### config.mk
export PLATFORM = sky130hd
export DESIGN_NAME = pgr_mode_seq
export DESIGN_NICKNAME = d
export VERILOG_FILES = /design/src/rtl/pgr_pkg.sv /design/src/rtl/pgr_slot_tmr.sv /design/src/rtl/pgr_pre_win.sv /design/src/rtl/pgr_sync_mon.sv /design/src/rtl/pgr_bs_dec.sv /design/src/rtl/pgr_mode_seq.sv
export SDC_FILE = /design/constraint.sdc
export NUM_CORES = 1
export LEC_CHECK = 0
export ABC_AREA = 0
export BUFFER_PORTS_ARGS = -buffer_cell sky130_fd_sc_hd__buf_2
export CAP_MARGIN = 40
export CORE_MARGIN = 5
export CORE_UTILIZATION = 40
export DETAILED_ROUTE_END_ITERATION = 7
export PLACE_DENSITY = 0.67
export SYNTH_ARGS = -nofsm -noshare
export SYNTH_HDL_FRONTEND = slang
export SYNTH_SLANG_ARGS = --single-unit
### constraint.sdc
create_clock -name clk -period 1.9 [get_ports clk]
set_clock_uncertainty 0.05 [all_clocks]
set_input_delay 0.19 -clock clk [delete_from_list [all_inputs] [get_ports clk]]
set_output_delay 0.19 -clock clk [all_outputs]
set_load 0.02 [all_outputs]
### src/rtl/pgr_pkg.sv
package pgr_pkg;
  typedef enum logic [1:0] {
    MODE_WAIT = 2'b00,
    MODE_PRE  = 2'b01,
    MODE_RX   = 2'b10
  } pgr_mode_e;
endpackage

### src/rtl/pgr_slot_tmr.sv
// Bit and slot counter for receiving mode; cleared whenever not running.
module pgr_slot_tmr #(
  parameter int SLOT_BITS = 32,
  parameter int NUM_CW    = 16,
  parameter int SLOT_W    = $clog2(NUM_CW + 1)
) (
  input  logic              clk,
  input  logic              rst,
  input  logic              run,
  input  logic              bit_valid,
  output logic [SLOT_W-1:0] slot,
  output logic              batch_end
);
  localparam int BIT_W = $clog2(SLOT_BITS);
  localparam logic [BIT_W-1:0]  LAST_BIT  = BIT_W'(SLOT_BITS - 1);
  localparam logic [SLOT_W-1:0] SYNC_SLOT = SLOT_W'(NUM_CW);

  logic [BIT_W-1:0]  bit_q;
  logic [SLOT_W-1:0] slot_q;
  logic              slot_done;

  assign slot_done = run && bit_valid && (bit_q == LAST_BIT);
  assign batch_end = slot_done && (slot_q == SYNC_SLOT);
  assign slot      = slot_q;

  always_ff @(posedge clk) begin
    if (rst || !run) begin
      bit_q  <= '0;
      slot_q <= '0;
    end else if (bit_valid) begin
      if (slot_done) begin
        bit_q  <= '0;
        slot_q <= (slot_q == SYNC_SLOT) ? '0 : slot_q + SLOT_W'(1);
      end else begin
        bit_q <= bit_q + BIT_W'(1);
      end
    end
  end
endmodule

### src/rtl/pgr_pre_win.sv
// Preamble search window: counts strobed bits while running.
module pgr_pre_win #(
  parameter int WIN_BITS = 544
) (
  input  logic clk,
  input  logic rst,
  input  logic run,
  input  logic bit_valid,
  output logic expire
);
  localparam int CNT_W = $clog2(WIN_BITS);
  localparam logic [CNT_W-1:0] LAST = CNT_W'(WIN_BITS - 1);

  logic [CNT_W-1:0] cnt_q;

  assign expire = run && bit_valid && (cnt_q == LAST);

  always_ff @(posedge clk) begin
    if (rst || !run) begin
      cnt_q <= '0;
    end else if (bit_valid && !expire) begin
      cnt_q <= cnt_q + CNT_W'(1);
    end
  end
endmodule

### src/rtl/pgr_sync_mon.sv
// Tracks sync presence per batch and counts consecutive misses.
module pgr_sync_mon #(
  parameter int MISS_LIMIT = 2
) (
  input  logic clk,
  input  logic rst,
  input  logic arm,
  input  logic in_rx,
  input  logic in_sync_slot,
  input  logic sync_det,
  input  logic batch_end,
  output logic sync_ok,
  output logic lost
);
  localparam int MISS_W = $clog2(MISS_LIMIT + 1);
  localparam logic [MISS_W-1:0] MISS_LAST = MISS_W'(MISS_LIMIT - 1);

  logic              seen_q;
  logic              ok_q;
  logic [MISS_W-1:0] miss_q;
  logic              seen_now;

  assign seen_now = seen_q || (in_sync_slot && sync_det);
  assign lost     = in_rx && batch_end && !seen_now && (miss_q == MISS_LAST);
  assign sync_ok  = ok_q;

  always_ff @(posedge clk) begin
    if (rst) begin
      seen_q <= 1'b0;
      ok_q   <= 1'b0;
      miss_q <= '0;
    end else if (arm) begin
      seen_q <= 1'b0;
      ok_q   <= 1'b1;
      miss_q <= '0;
    end else if (!in_rx) begin
      seen_q <= 1'b0;
      ok_q   <= 1'b0;
      miss_q <= '0;
    end else if (batch_end) begin
      seen_q <= 1'b0;
      ok_q   <= seen_now;
      miss_q <= seen_now ? '0 : miss_q + MISS_W'(1);
    end else if (in_sync_slot && sync_det) begin
      seen_q <= 1'b1;
    end
  end
endmodule

### src/rtl/pgr_bs_dec.sv
// Battery-save level decode from mode and slot context.
module pgr_bs_dec
  import pgr_pkg::*;
(
  input  pgr_mode_e mode,
  input  logic      in_sync_slot,
  input  logic      own_frame,
  input  logic      msg_rx,
  output logic      bs1,
  output logic      bs2,
  output logic      bs3
);
  always_comb begin
    {bs1, bs2, bs3} = 3'b000;
    case (mode)
      MODE_PRE: {bs1, bs2, bs3} = 3'b101;
      MODE_RX: begin
        if (msg_rx)                         {bs1, bs2, bs3} = 3'b101;
        else if (own_frame || in_sync_slot) {bs1, bs2, bs3} = 3'b111;
        else                                {bs1, bs2, bs3} = 3'b000;
      end
      default: {bs1, bs2, bs3} = 3'b000;
    endcase
  end
endmodule

### src/rtl/pgr_mode_seq.sv
// Top: operating-mode sequencer of the paging receiver.
module pgr_mode_seq
  import pgr_pkg::*;
#(
  parameter int SLOT_BITS  = 32,
  parameter int NUM_CW     = 16,
  parameter int WIN_BITS   = 544,
  parameter int MISS_LIMIT = 2,
  parameter int FRAME_W    = $clog2(NUM_CW / 2),
  parameter int SLOT_W     = $clog2(NUM_CW + 1)
) (
  input  logic               clk,
  input  logic               rst,
  input  logic               bit_valid,
  input  logic               pre_det,
  input  logic               sync_det,
  input  logic               msg_rx,
  input  logic [FRAME_W-1:0] self_frame,
  output logic [1:0]         mode,
  output logic [SLOT_W-1:0]  slot,
  output logic               own_frame,
  output logic               sync_ok,
  output logic               bs1,
  output logic               bs2,
  output logic               bs3
);
  localparam logic [SLOT_W-1:0] SYNC_SLOT = SLOT_W'(NUM_CW);

  pgr_mode_e         mode_q;
  logic              in_pre, in_rx, in_sync_slot;
  logic              win_expire, batch_end, lost, arm;
  logic [SLOT_W-1:0] own_base;

  assign in_pre       = (mode_q == MODE_PRE);
  assign in_rx        = (mode_q == MODE_RX);
  assign in_sync_slot = in_rx && (slot == SYNC_SLOT);
  assign arm          = in_pre && sync_det;
  assign own_base     = SLOT_W'({self_frame, 1'b0});
  assign own_frame    = in_rx && ((slot == own_base) || (slot == own_base + SLOT_W'(1)));
  assign mode         = mode_q;

  always_ff @(posedge clk) begin
    if (rst) begin
      mode_q <= MODE_WAIT;
    end else begin
      case (mode_q)
        MODE_WAIT: if (pre_det) mode_q <= MODE_PRE;
        MODE_PRE: begin
          if (sync_det)        mode_q <= MODE_RX;
          else if (win_expire) mode_q <= MODE_WAIT;
        end
        MODE_RX:   if (lost) mode_q <= MODE_WAIT;
        default:   mode_q <= MODE_WAIT;
      endcase
    end
  end

  pgr_pre_win #(.WIN_BITS(WIN_BITS)) u_win (
    .clk(clk), .rst(rst), .run(in_pre), .bit_valid(bit_valid), .expire(win_expire)
  );

  pgr_slot_tmr #(.SLOT_BITS(SLOT_BITS), .NUM_CW(NUM_CW), .SLOT_W(SLOT_W)) u_tmr (
    .clk(clk), .rst(rst), .run(in_rx), .bit_valid(bit_valid),
    .slot(slot), .batch_end(batch_end)
  );

  pgr_sync_mon #(.MISS_LIMIT(MISS_LIMIT)) u_sync (
    .clk(clk), .rst(rst), .arm(arm), .in_rx(in_rx), .in_sync_slot(in_sync_slot),
    .sync_det(sync_det), .batch_end(batch_end), .sync_ok(sync_ok), .lost(lost)
  );

  pgr_bs_dec u_bs (
    .mode(mode_q), .in_sync_slot(in_sync_slot), .own_frame(own_frame),
    .msg_rx(msg_rx), .bs1(bs1), .bs2(bs2), .bs3(bs3)
  );
endmodule

==> flow_metrics.env <==
export IMPL_num_vias=1280
export IMPL_crit_fanout=3
export IMPL_die_width_um=70.0
export IMPL_syn_cell_area_um2=1440
export IMPL_dpl_instance_area_um2=1630
export IMPL_finalWirelength_um=3010
export IMPL_dieArea_um2=4900
export IMPL_synth_distinct_cells=41
export IMPL_leakagePower_uw=0.000756
export IMPL_synth_seq_cells=26
export IMPL_reg2reg_from="u_tmr.bit_q[0]"
export IMPL_clock_root_buffer="clkbuf_4"
export IMPL_core_region_area_um2=3420
export IMPL_grtUsageMet1_pct=15.5
export IMPL_cts_buffers=3
export IMPL_track_usage_pct=12.6
export IMPL_hpwl_um=2270
export IMPL_hold_class="in -> reg"
export IMPL_ff_latch_area_um2=532
export IMPL_grt_pass1_vias=1213
export IMPL_initial_utilization_pct=42.2
export IMPL_cts_tree="done"
export IMPL_worst_path_max_delay_cell="dfxtp_4"
export IMPL_drtIter0Drc=30
export IMPL_whs_ps=50.5
export IMPL_cts_clk_slew_worst_paths_ps=150
export IMPL_synthToLayoutAreaGrowth_pct=23.2
export IMPL_crit_path_max_incr_delay_ps=390
export IMPL_min_delay_start="rst"
export IMPL_ys_seq_area_share_pct=36.1
export IMPL_cts_path_max_buffers=2
export IMPL_async_flop_share_pct=0
export IMPL_die_h_um=70.0
export IMPL_yosysWarnings=0
export IMPL_final_core_util_pct=52.0
export IMPL_cp_start_kind="register"
export IMPL_drc_errors=0
export IMPL_layout_nets=219
export IMPL_row_count=21
export IMPL_synthCells=169
export IMPL_final_layout_size_suffix_gt1_share_pct=28.0
export IMPL_power_density_nw_per_um2=732
export IMPL_ios=21
export IMPL_maxSlewViolCount=0
export IMPL_drt_pass1_iter_count=4
export IMPL_grt_max_degree=16
export IMPL_synth_edf_count=0
export IMPL_synth_ff_type="dfxtp_1"
export IMPL_worstPathRequired_ps=1660
export IMPL_wire_per_inst_um=12.2
export IMPL_relSlewSlack_pct=74.9
export IMPL_antenna_found_initial=0
export IMPL_grtUsageMet3_pct=3.30
export IMPL_rr_worst_depth=7
export IMPL_worst_endpoint_arrival_ps=1620
export IMPL_grt_busiest_layer="met2"
export IMPL_max_freq_ghz=0.536
export IMPL_port_buffers=20
export IMPL_crit_end="bs3"
export IMPL_gp_congestion=0.805
export IMPL_setup_viol=0
export IMPL_rsz0062_at_grt="true"
export IMPL_multi_input_area_um2=897
export IMPL_syn_area_per_cell_um2=8.53
export IMPL_grt_util_met2_pct=21.8
export IMPL_final_area_um2=1780
export IMPL_cts_hold_fix_buffers=0
export IMPL_synth_nets=187
export IMPL_rr_endpoint="mode[1]"
export IMPL_ir_worst_vdd_mv=0.356
export IMPL_fill_cells=334
export IMPL_crit_top_cell="buf_4"
export IMPL_clkLatencyLatePin_ps=320
export IMPL_outcome="complete, no violations"
export IMPL_crit_path_end_kind="output port"
export IMPL_setup_worst_path_start="u_tmr.slot[3]"
export IMPL_period_needed_ps=1860
export IMPL_rrSetupSlack_ps=60
export IMPL_path_class="reg -> out"
export IMPL_worst_pin_slew_ps=377
export IMPL_grt_pass1_wl_um=5220
export IMPL_via_per_inst=5.20
export IMPL_grt_overflow=0
export IMPL_num_antenna_cells=0
export IMPL_cts_sinks=26
export IMPL_maxCapViolations=0
export IMPL_ant_nets=0
export IMPL_hold_viol_final=0
export IMPL_path_cells="buf_4 -> and4bb_2 -> o21ai_1 -> a21boi_1 -> buf_4"
export IMPL_fin_crit_sh_pct=98.1
export IMPL_h_tree_depth=1
==> worst max-delay path, delay by kind of cell, from the launching register on <==
family                 cells  cell delay [ps]
buffers and inverters      2              320
AND/OR/NAND/NOR            1              310
AO/OA/AOI/OAI              2              300
flip-flops                 1              390
==> where the power goes <==
| part | switching, uW | internal [uW] |
|---|---|---|
| clock | 166 | 213 |
| sequential | 19.4 | 564 |
| combinational | 203 | 135 |
==> Yosys cell counts (2+ instances only) <==
cell	count	area share, %
nor2b_1	2	0.87
and3_1	5	2.2
dfxtp_1	26	36
nand2_1	14	3.6
xor2_1	7	4.3
o21ai_0	3	1.0
inv_1	11	2.9
nand4_1	4	1.7
ha_1	9	7.8
or3_1	3	1.3
o31ai_1	2	1.0
nand3_1	2	0.69
a31oi_1	6	2.6
nor3b_1	2	1.0
buf_4	3	1.6
nand2b_1	5	2.2
xnor2_1	4	2.4
a31o_2	4	2.4
nor2_1	22	5.7
a21oi_1	12	4.2
mux2i_1	3	2.1
==> final cells by class <==
type	instances	area share [%]
repair buffers	32	11.0
inverters	11	2.33
multi-input cells	127	50.5
flip-flops and latches	26	30.0
clock inverters	1	1.69
clock buffers	3	1.27
well taps	46	3.24
==> cells by family after synthesis <==
family / synth area share [%]
DFF: 36.1
AOI/OAI and AO/OA: 17.0
and+or+nand+nor: 25.3
buffers and inverters: 5.03
xor gates and xnor gates: 6.68
muxes: 2.08
adders and majority gates: 7.81
==> state kept, by name, indices dropped and copies added (netlist names) <==
signal          count
u_sync.miss_q       2
u_tmr.bit_q         5
mode                2
u_win.cnt_q        10
u_sync.seen_q       1
u_sync.sync_ok      1
u_tmr.slot          5
==> metrics by stage <==
step | setup WS (ps) | TNS, ps | cells | power (uW)
CTS | -3.61 | -7.10 | 242 | 1300
floorplan | 5.96 | 0 | 169 | 820
finish | 35.5 | 0 | 246 | 1300
global route | -120 | -238 | 246 | 1380
global placement | 96.3 | 0 | 238 | 907
detailed placement | 14.6 | 0 | 238 | 912
==> timing repair <==
item,CTS,global route
endpoints found under the setup margin,5,8
pin swaps,1,5
buffers inserted,0,4
resized for setup,7,11
==> per-layer routing <==
metal / share of wire (%) / vias to the layer above
met2: 47 / 31
met5: 0 / -
met1: 46 / 591
met4: 0.56 / 0
li1: - / 656
met3: 5.6 / 2
==> placed cells by master (no fill, tap or decap), types with 4 or more instances in the layout <==
cell type	Yosys	routed
nor2_1	22	22
dfxtp_1	26	21
buf_2	1	18
nand2_1	14	14
buf_4	3	14
inv_1	11	11
a21oi_1	12	11
ha_1	9	7
xor2_1	7	6
a31oi_1	6	6
nand2b_1	5	5
and3_1	5	4
nand4_1	4	4
a31o_2	4	4
xnor2_1	4	4
==> how the worst min path moves through the flow <==
| stage | endpoint | cells past startpoint |
|---|---|---|
| floorplan | mode[1] | 1 |
| global placement | u_sync.miss_q[1] | 2 |
| detailed placement | u_sync.miss_q[1] | 2 |
| CTS | mode[1] | 2 |
| global route | mode[1] | 2 |
| finish | mode[1] | 2 |
Power figures use the tool's default switching activity.
